===== config.mk =====
export PLATFORM = sky130hd
export DESIGN_NAME = dldo_ctrl
export DESIGN_NICKNAME = d
export VERILOG_FILES = /design/src/rtl/dldo_pkg.sv /design/src/rtl/dldo_sync.sv /design/src/rtl/dldo_rate_gen.sv /design/src/rtl/dldo_step_ctrl.sv /design/src/rtl/dldo_ctrl.sv
export SDC_FILE = /design/constraint.sdc
export NUM_CORES = 1
export LEC_CHECK = 0
export ABC_CLOCK_PERIOD_IN_PS = 4600
export BUFFER_PORTS_ARGS = -buffer_cell sky130_fd_sc_hd__buf_2
export CAP_MARGIN = 10
export CORE_MARGIN = 5
export CORE_UTILIZATION = 54
export DETAILED_ROUTE_END_ITERATION = 7
export PLACE_DENSITY_LB_ADDON = 0.1
export SYNTH_ARGS = -nofsm -noshare
export SYNTH_HDL_FRONTEND = slang
export SYNTH_SLANG_ARGS = --single-unit

===== constraint.sdc =====
create_clock -name clk -period 4.6 [get_ports clk]
set_input_delay 0.92 -clock clk [delete_from_list [all_inputs] [get_ports clk]]
set_output_delay 0.92 -clock clk [all_outputs]
set_load 0.01 [all_outputs]

===== src/rtl/dldo_pkg.sv =====
// Shared types for the adaptive-rate switch-array regulator controller.
// Assumes: nothing beyond IEEE 1800-2017 packed types.
package dldo_pkg;

    // Sampling-rate selection of the control loop.
    typedef enum logic {
        RATE_SLOW = 1'b0,
        RATE_FAST = 1'b1
    } rate_e;

    // Bundle of the three comparator levels after synchronization.
    typedef struct packed {
        logic below;
        logic droop;
        logic over;
    } cmp_bus_t;

    localparam int CMP_BUS_W = $bits(cmp_bus_t);

endpackage


===== src/rtl/dldo_sync.sv =====
// Multi-stage flop synchronizer for a bus of independent single-bit levels.
// Assumes: each bit is a slowly changing level, so bits may be resolved
// on different cycles without harm. Reset clears every stage.
module dldo_sync #(
    parameter int WIDTH  = 3,
    parameter int STAGES = 2
) (
    input  logic             clk,
    input  logic             rst_n,
    input  logic [WIDTH-1:0] async_i,
    output logic [WIDTH-1:0] sync_o
);

    logic [WIDTH-1:0] stage_q [STAGES];

    // Shift the sampled levels through the synchronizer chain.
    always_ff @(posedge clk) begin
        if (!rst_n) begin
            for (int s = 0; s < STAGES; s++) begin
                stage_q[s] <= '0;
            end
        end else begin
            stage_q[0] <= async_i;
            for (int s = 1; s < STAGES; s++) begin
                stage_q[s] <= stage_q[s-1];
            end
        end
    end

    assign sync_o = stage_q[STAGES-1];

endmodule


===== src/rtl/dldo_rate_gen.sv =====
// Sample-enable generator with two divide ratios and a post-excursion hold.
// Slow mode: sample_o pulses once every SLOW_DIV clocks.
// Fast mode: entered on the first clock with excursion_i set; pulses every
// FAST_DIV clocks; left after HOLD_SAMPLES fast pulses with excursion_i low.
// Assumes: SLOW_DIV, FAST_DIV, HOLD_SAMPLES are all at least 1.
module dldo_rate_gen #(
    parameter int SLOW_DIV     = 16,
    parameter int FAST_DIV     = 1,
    parameter int HOLD_SAMPLES = 8
) (
    input  logic clk,
    input  logic rst_n,
    input  logic excursion_i,
    output logic sample_o,
    output logic fast_o
);
    import dldo_pkg::*;

    localparam int DIV_MAX = (SLOW_DIV > FAST_DIV) ? SLOW_DIV : FAST_DIV;
    localparam int DIV_W   = $clog2(DIV_MAX + 1);
    localparam int HOLD_W  = $clog2(HOLD_SAMPLES + 1);
    localparam logic [DIV_W-1:0]  SLOW_LAST = DIV_W'(SLOW_DIV - 1);
    localparam logic [DIV_W-1:0]  FAST_LAST = DIV_W'(FAST_DIV - 1);
    localparam logic [HOLD_W-1:0] HOLD_LAST = HOLD_W'(HOLD_SAMPLES - 1);

    rate_e             rate_q;
    logic [DIV_W-1:0]  div_q;
    logic [HOLD_W-1:0] hold_q;
    logic [DIV_W-1:0]  div_last;

    // Terminal divider value for the rate currently in force.
    always_comb begin
        div_last = (rate_q == RATE_FAST) ? FAST_LAST : SLOW_LAST;
    end

    assign sample_o = (div_q == div_last);
    assign fast_o   = (rate_q == RATE_FAST);

    // Advance the divider and move between slow and fast rates.
    always_ff @(posedge clk) begin
        if (!rst_n) begin
            rate_q <= RATE_SLOW;
            div_q  <= '0;
            hold_q <= '0;
        end else begin
            unique case (rate_q)
                RATE_SLOW: begin
                    if (excursion_i) begin
                        rate_q <= RATE_FAST;
                        div_q  <= '0;
                        hold_q <= '0;
                    end else if (sample_o) begin
                        div_q <= '0;
                    end else begin
                        div_q <= div_q + 1'b1;
                    end
                end
                RATE_FAST: begin
                    if (excursion_i) begin
                        hold_q <= '0;
                        div_q  <= sample_o ? '0 : div_q + 1'b1;
                    end else if (sample_o) begin
                        div_q <= '0;
                        if (hold_q == HOLD_LAST) begin
                            rate_q <= RATE_SLOW;
                            hold_q <= '0;
                        end else begin
                            hold_q <= hold_q + 1'b1;
                        end
                    end else begin
                        div_q <= div_q + 1'b1;
                    end
                end
                default: begin
                    rate_q <= RATE_SLOW;
                    div_q  <= '0;
                    hold_q <= '0;
                end
            endcase
        end
    end

endmodule


===== src/rtl/dldo_step_ctrl.sv =====
// Saturating up/down switch counter with thermometer-coded gate outputs.
// One step per sample; bypass forces every gate on and freezes the count.
// Assumes: INIT_COUNT lies in 0..N_SW.
module dldo_step_ctrl #(
    parameter int N_SW       = 32,
    parameter int INIT_COUNT = 16,
    parameter int CNT_W      = $clog2(N_SW + 1)
) (
    input  logic             clk,
    input  logic             rst_n,
    input  logic             sample_i,
    input  logic             below_i,
    input  logic             bypass_i,
    output logic [N_SW-1:0]  sw_en_o,
    output logic [CNT_W-1:0] sw_cnt_o
);

    localparam logic [CNT_W-1:0] CNT_FULL = CNT_W'(N_SW);
    localparam logic [CNT_W-1:0] CNT_INIT = CNT_W'(INIT_COUNT);

    logic [CNT_W-1:0] cnt_q;
    logic             step_en;
    logic             can_rise;
    logic             can_fall;

    assign step_en  = sample_i && !bypass_i;
    assign can_rise = (cnt_q != CNT_FULL);
    assign can_fall = (cnt_q != '0);

    // Move the stored count one step toward the comparator request.
    always_ff @(posedge clk) begin
        if (!rst_n) begin
            cnt_q <= CNT_INIT;
        end else if (step_en) begin
            if (below_i && can_rise) begin
                cnt_q <= cnt_q + 1'b1;
            end else if (!below_i && can_fall) begin
                cnt_q <= cnt_q - 1'b1;
            end
        end
    end

    // One gate per switch: on below the count, or on for bypass.
    for (genvar g = 0; g < N_SW; g++) begin : g_gate
        assign sw_en_o[g] = bypass_i || (cnt_q > CNT_W'(g));
    end

    assign sw_cnt_o = bypass_i ? CNT_FULL : cnt_q;

endmodule


===== src/rtl/dldo_ctrl.sv =====
// Top of the adaptive-rate switch-array regulator controller.
// Synchronizes the three comparator levels, derives the sample enable
// from the excursion flags and steps the thermometer switch array.
// Assumes: comparator inputs are asynchronous levels; bypass_i is
// synchronous to clk.
module dldo_ctrl #(
    parameter int N_SW         = 32,
    parameter int INIT_COUNT   = 16,
    parameter int SLOW_DIV     = 16,
    parameter int FAST_DIV     = 1,
    parameter int HOLD_SAMPLES = 8,
    parameter int SYNC_STAGES  = 2
) (
    input  logic                       clk,
    input  logic                       rst_n,
    input  logic                       cmp_below_i,
    input  logic                       droop_flag_i,
    input  logic                       over_flag_i,
    input  logic                       bypass_i,
    output logic [N_SW-1:0]            sw_en_o,
    output logic [$clog2(N_SW+1)-1:0]  sw_cnt_o,
    output logic                       fast_mode_o
);
    import dldo_pkg::*;

    localparam int CNT_W = $clog2(N_SW + 1);

    cmp_bus_t cmp_raw;
    cmp_bus_t cmp_sync;
    logic     sample;
    logic     excursion;

    assign cmp_raw.below = cmp_below_i;
    assign cmp_raw.droop = droop_flag_i;
    assign cmp_raw.over  = over_flag_i;

    dldo_sync #(
        .WIDTH  (CMP_BUS_W),
        .STAGES (SYNC_STAGES)
    ) u_sync (
        .clk     (clk),
        .rst_n   (rst_n),
        .async_i (cmp_raw),
        .sync_o  (cmp_sync)
    );

    assign excursion = cmp_sync.droop || cmp_sync.over;

    dldo_rate_gen #(
        .SLOW_DIV     (SLOW_DIV),
        .FAST_DIV     (FAST_DIV),
        .HOLD_SAMPLES (HOLD_SAMPLES)
    ) u_rate (
        .clk         (clk),
        .rst_n       (rst_n),
        .excursion_i (excursion),
        .sample_o    (sample),
        .fast_o      (fast_mode_o)
    );

    dldo_step_ctrl #(
        .N_SW       (N_SW),
        .INIT_COUNT (INIT_COUNT),
        .CNT_W      (CNT_W)
    ) u_step (
        .clk      (clk),
        .rst_n    (rst_n),
        .sample_i (sample),
        .below_i  (cmp_sync.below),
        .bypass_i (bypass_i),
        .sw_en_o  (sw_en_o),
        .sw_cnt_o (sw_cnt_o)
    );

endmodule


After elaboration in Yosys (flattened, before gate mapping)
Memories as Yosys holds them, arrays and structs flattened.
Cells that the tools add are included.
- output and inout port bits: 39
- flip-flop bits (word level): 16
- bits in latches: 0
- memory bits (read-only): 0
- word-level logic and storage cells: 112
- RAM bits: 6
- memories: 1
- input bits: 6
- reductions and logical operators: 42
- $mul: 0
- $lt $le $gt $ge: 32
- mux-type cells: 21
- bitwise operators: 3
- equality and inequality tests: 5
- shift-type cells: 0
- add/sub/neg operators: 4
- div/mod/pow operators: 0
- memory list (memory ; words ; width ; read ports ; clocked after Yosys merged registers in ; wr ports ; line ; source):
    u_sync.stage_q ; 2 ; 3 ; 2 ; 0 ; 2 ; dldo_sync.sv:14 ; logic [WIDTH-1:0] stage_q [STAGES];
- operators with widths (kind ; count):
    > comparator 6 x 5 -> 1 bit (second input constant) ; 16
    > comparator 6 x 4 -> 1 bit (second input constant) ; 8
    logical OR 1 bit ; 33
    > comparator 6 x 3 -> 1 bit (second input constant) ; 4
    two-way mux 4 bit ; 5
    two-way mux 6 bit ; 3
    > comparator 6 x 1 -> 1 bit (second input constant) ; 2
    > comparator 6 x 2 -> 1 bit (second input constant) ; 2
    two-way mux 5 bit ; 2
    one-hot mux 5 bit (2 select lines) ; 1
    one-hot mux 4 bit (2 select lines) ; 1
    adder 6 x 1 -> 6 bit (second input constant) ; 1
    two-way mux 1 bit ; 6
    two-way mux 3 bit ; 2
    inequality test 6 bit (second input constant) ; 1
    nonzero test 6 bit ; 1
    subtractor 6 x 1 -> 6 bit (second input constant) ; 1
    adder 5 x 1 -> 5 bit (second input constant) ; 1
    equality test 5 bit ; 1
    adder 4 x 1 -> 4 bit (second input constant) ; 1
    equality test 4 x 3 -> 1 bit (second input constant) ; 1
    AND reduction 2 bit ; 2
    logical AND 1 bit ; 3
    inequality test 3 x 2 -> 1 bit (second input constant) ; 1
    6 further kinds ; 8

Longest topological paths before layout
- word-level depth: 5
- gate-level depth with buffers: 6
- gate-level depth less buffers: 6

Hierarchy
A second synthesis with hierarchy kept.
- cells, all modules: 198
- area, all modules: 1456.4 um^2
- by module, submodules not included (module ; area an instance (um^2) ; cells an instance ; instances ; seq. area each (um^2)):
    dldo_step_ctrl ; 799.5 ; 128 ; 1 ; 120.1
    dldo_rate_gen ; 470.5 ; 54 ; 1 ; 200.2
    dldo_sync ; 180.2 ; 15 ; 1 ; 120.1
    dldo_ctrl ; 6.3 ; 1 ; 1 ; 0.0

Worst setup path after synthesis
OpenSTA, ideal clock, no wires.
- path kind: input-to-output
- start: input port bypass_i
- end: output port sw_en_o[1]
- path buffers: 0
- stages on the path: 5
- data arrival time: 2.020 ns
- setup slack: 1.660 ns
- data required time: 3.680 ns
- cell sequence: nor2_1 -> inv_1 -> nor2_2 -> nand2_1 -> or2_2
- longest elaborated chain between the ends: 1
- RTL lines (what ; line ; source):
    start, declared ; dldo_ctrl.sv:19 ; input logic bypass_i,
    logical OR 1 bit ; dldo_step_ctrl.sv:45 ; assign sw_en_o[g] = bypass_i || (cnt_q > CNT_W'(g));
    end, declared ; dldo_ctrl.sv:20 ; output logic [N_SW-1:0] sw_en_o,
Every way passes these cells.

Worst setup path after layout
Same ends and word-level chain as after synthesis.

==> out/qor.tcl <==
set qor(vias_in_the_first_global_route) 1308
set qor(clock_tree.buffer_depth) 2
set qor(post-route-period-util_pct) 69.1
set qor(port_buffers) 44
set qor(syn_nets) 200
set qor(drtAntennaViolNets) 0
set qor(hold_path.startpoint) {u_sync.stage_q[0][0]}
set qor(yosys_most_used_dff) {sky130_fd_sc_hd__dfxtp_1}
set qor(crit_path_end_kind) {output port}
set qor(cts_hold_buf) 0
set qor(post_synth_num_cell_types) 45
set qor(timing_worst_setup_path_type) {in2out}
set qor(flop_and_latch_count_out_of_synthesis) 22
set qor(clock-root-buffer) {sky130_fd_sc_hd__clkbuf_4}
set qor(tightest_slew_ns) 0.494
set qor(critPathCapture) {sw_en_o[1]}
set qor(synth-seq-area-share_pct) 31.7
set qor(clk_pin_slew_worst_paths_ns) 0.13
set qor(rows) 18
set qor(insertion_delay_ns) 0.30
set qor(detail_route.iter0.violations) 90
set qor(grt_setup_unrepaired) {no}
set qor(instances_no_fill) 257
set qor(setup.worst_path.start) {bypass_i}
set qor(post_route_cells_drive_above_1_share_pct) 23.8
set qor(global_route.overflow_total) 0
set qor(syn_inst) 187
set qor(route.detailed.vias_per_inst) 5.74
set qor(gp_routability_congestion) 0.887
set qor(regToRegStartpoint) {u_step.cnt_q[0]}
set qor(leakage_nw) 0.686
set qor(worst_setup_path_start_kind) {primary input}
set qor(pin_count_of_the_biggest_net_entering_global_routing) 21
set qor(hpwlAfterDp_um) 2730
set qor(run_status) {finished clean}
set qor(power_density_cells_nw_per_um2) 274
set qor(max-cap-violations) 0
set qor(cts_made_buffers) 3
set qor(htree_num_levels) 1
set qor(hold-worst-slack_ns) 0.454
set qor(synth-edff-count) 0
set qor(syn_to_final_growth_pct) 20.2
set qor(tritoncts_num_sinks) 22
set qor(floorplan.die.width_um) 60.8
set qor(classification_of_the_worst_slack_hold_path) {reg2reg}
set qor(grt_antenna_before_repair) 0
set qor(finalMaxSlewViolations) 0
set qor(nNetsFinal) 241
set qor(postRouteWirelength_um) 3610
set qor(timing.slew.headroom_pct) 67.0
set qor(design.die.area_um2) 3690
set qor(power.ir.vdd_worst_uv) 289
set qor(reg2reg_depth) 6
set qor(period_needed_ns) 3.18
set qor(timing.clock.skew_ns) 0.0136
set qor(diodes) 0
set qor(grt_first_pass_wirelength_um) 5830
set qor(synth_warnings) 0
set qor(chipHeight_um) 60.8
set qor(drc) 0
set qor(grt_use_total_pct) 20.5
set qor(finalHoldViolCount) 0
set qor(total_negative_setup_slack_ns) 0
set qor(asyncSetResetFlopFracSynth_pct) 0
set qor(netlist_area_um2) 1390
set qor(core_area_um2) 2480
set qor(cp.arrival_ns) 2.26
set qor(vias) 1475
set qor(critical_path_peak_fanout) 17
set qor(place_inst) 253
set qor(cts_resized) 0
set qor(postCtsSetupBuffers) 0
set qor(synthesis.area_per_instance_um2) 7.44
set qor(maxClockFrequency_mhz) 314
set qor(detailedRoute.firstPassIterationCount) 4
set qor(worst_r2r_endpoint) {u_step.cnt_q[4]}
set qor(timing.critical_path.required_ns) 3.68
set qor(start_util_pct) 56.2
set qor(setup_viol) 0
set qor(regToRegSetupSlack_ns) 2.43
set qor(cts_tree) {done}
set qor(io_pins) 45
set qor(wl_per_cell_um) 14.1
-- per-stage QoR --
step	setup slack, ns	cell area (um2)	total power [mW]	util (%)
floorplan	1.66	1390	0.280	-
global placement	1.51	1620	0.311	65.4
detailed placement	1.44	1620	0.316	65.4
CTS	1.44	1670	0.460	67.5
global route	1.31	1670	0.483	67.5
finish	1.42	1670	0.458	67.5
-- placed cells by master, fill, tap and decap left out, types with 2 or more instances in the layout --
master	instances
sky130_fd_sc_hd__buf_2	44
sky130_fd_sc_hd__nand2_1	29
sky130_fd_sc_hd__o21ai_0	22
sky130_fd_sc_hd__dfxtp_1	22
sky130_fd_sc_hd__nor2_1	17
sky130_fd_sc_hd__inv_1	12
sky130_fd_sc_hd__nand3_1	7
sky130_fd_sc_hd__a21oi_1	7
sky130_fd_sc_hd__ha_1	7
sky130_fd_sc_hd__and2_1	6
sky130_fd_sc_hd__nor3_1	4
sky130_fd_sc_hd__or3_1	3
sky130_fd_sc_hd__a221oi_1	3
sky130_fd_sc_hd__mux2i_1	3
sky130_fd_sc_hd__xor2_1	3
sky130_fd_sc_hd__clkbuf_4	3
sky130_fd_sc_hd__nand2b_1	2
sky130_fd_sc_hd__xnor2_1	2
sky130_fd_sc_hd__nor4_1	2
sky130_fd_sc_hd__nor2b_1	2
sky130_fd_sc_hd__o31ai_1	2
sky130_fd_sc_hd__or4_1	2
-- logic make-up (layout without fill, tap and decap cells) --
kind of cell | Yosys count | after routing | synth area share [%]
adders and majority gates | 7 | 7 | 6.29
DFF | 22 | 22 | 31.7
muxes | 5 | 5 | 3.78
and+or+nand+nor | 81 | 81 | 28.1
AOI/OAI and AO/OA | 46 | 46 | 21.1
xor gates and xnor gates | 5 | 5 | 3.15
buffers and inverters | 21 | 61 | 5.84
-- flip-flops by register name (all words and copies together), names as in the netlist --
signal / flops
u_rate.hold_q: 4
u_step.cnt_q: 6
u_rate.div_q: 5
u_rate.fast_o: 1
u_sync.stage_q: 6
-- final cells by class --
| type | count | area [um2] |
|---|---|---|
| fill | 229 | 805 |
| clock buffer | 3 | 22.5 |
| inverter | 12 | 45.0 |
| timing repair buffer | 45 | 228 |
| clock inverter | 1 | 30.0 |
| sequential | 22 | 440 |
| multi-input combinational | 144 | 870 |
| tap | 30 | 37.5 |
-- cells in the mapped netlist (3+ instances only) --
cell type | instances | area, um2
sky130_fd_sc_hd__nor2_1 | 17 | 63.8
sky130_fd_sc_hd__nor3_1 | 4 | 20.0
sky130_fd_sc_hd__ha_1 | 7 | 87.6
sky130_fd_sc_hd__clkbuf_1 | 6 | 22.5
sky130_fd_sc_hd__inv_1 | 12 | 45.0
sky130_fd_sc_hd__and2_1 | 6 | 37.5
sky130_fd_sc_hd__or3_1 | 3 | 18.8
sky130_fd_sc_hd__a21oi_1 | 7 | 35.0
sky130_fd_sc_hd__mux2i_1 | 3 | 30.0
sky130_fd_sc_hd__nand2_1 | 29 | 109
sky130_fd_sc_hd__a221oi_1 | 3 | 26.3
sky130_fd_sc_hd__nand3_1 | 7 | 35.0
sky130_fd_sc_hd__dfxtp_1 | 22 | 440
sky130_fd_sc_hd__xor2_1 | 3 | 26.3
sky130_fd_sc_hd__o21ai_0 | 22 | 110
-- worst min-delay path by stage --
stage | to | slack [ns] | cells after the start
floorplan | u_sync.stage_q[0][3] | 0.41 | 1
global placement | u_sync.stage_q[0][4] | 0.42 | 1
detailed placement | u_sync.stage_q[0][5] | 0.43 | 1
CTS | u_sync.stage_q[0][5] | 0.46 | 1
global route | u_sync.stage_q[0][3] | 0.48 | 1
finish | u_sync.stage_q[0][3] | 0.45 | 1
-- worst max-delay path, stage by stage --
cell and delay [ns]:
sky130_fd_sc_hd__buf_2 0.14, sky130_fd_sc_hd__nor2_1 0.09, sky130_fd_sc_hd__buf_4 0.19, sky130_fd_sc_hd__inv_1 0.09
sky130_fd_sc_hd__nor2_2 0.28, sky130_fd_sc_hd__nand2_1 0.11, sky130_fd_sc_hd__or2_2 0.30, sky130_fd_sc_hd__buf_2 0.14
-- power breakdown --
part           switching [mW]  internal (mW)  total [mW]
logic                  0.0593         0.0389      0.0982
registers              0.0150          0.199       0.214
clock network          0.0570         0.0880       0.145
total                   0.131          0.326       0.458
-- metal layers --
| metal | global-route usage (%) | part of all wire, % |
|---|---|---|
| met5 | 0 | 0 |
| met4 | 4.64 | 0.47 |
| met3 | 4.04 | 8.2 |
| met2 | 33.7 | 47 |
| met1 | 27.8 | 44 |
Note: power is estimated with default switching activity, not from simulation.
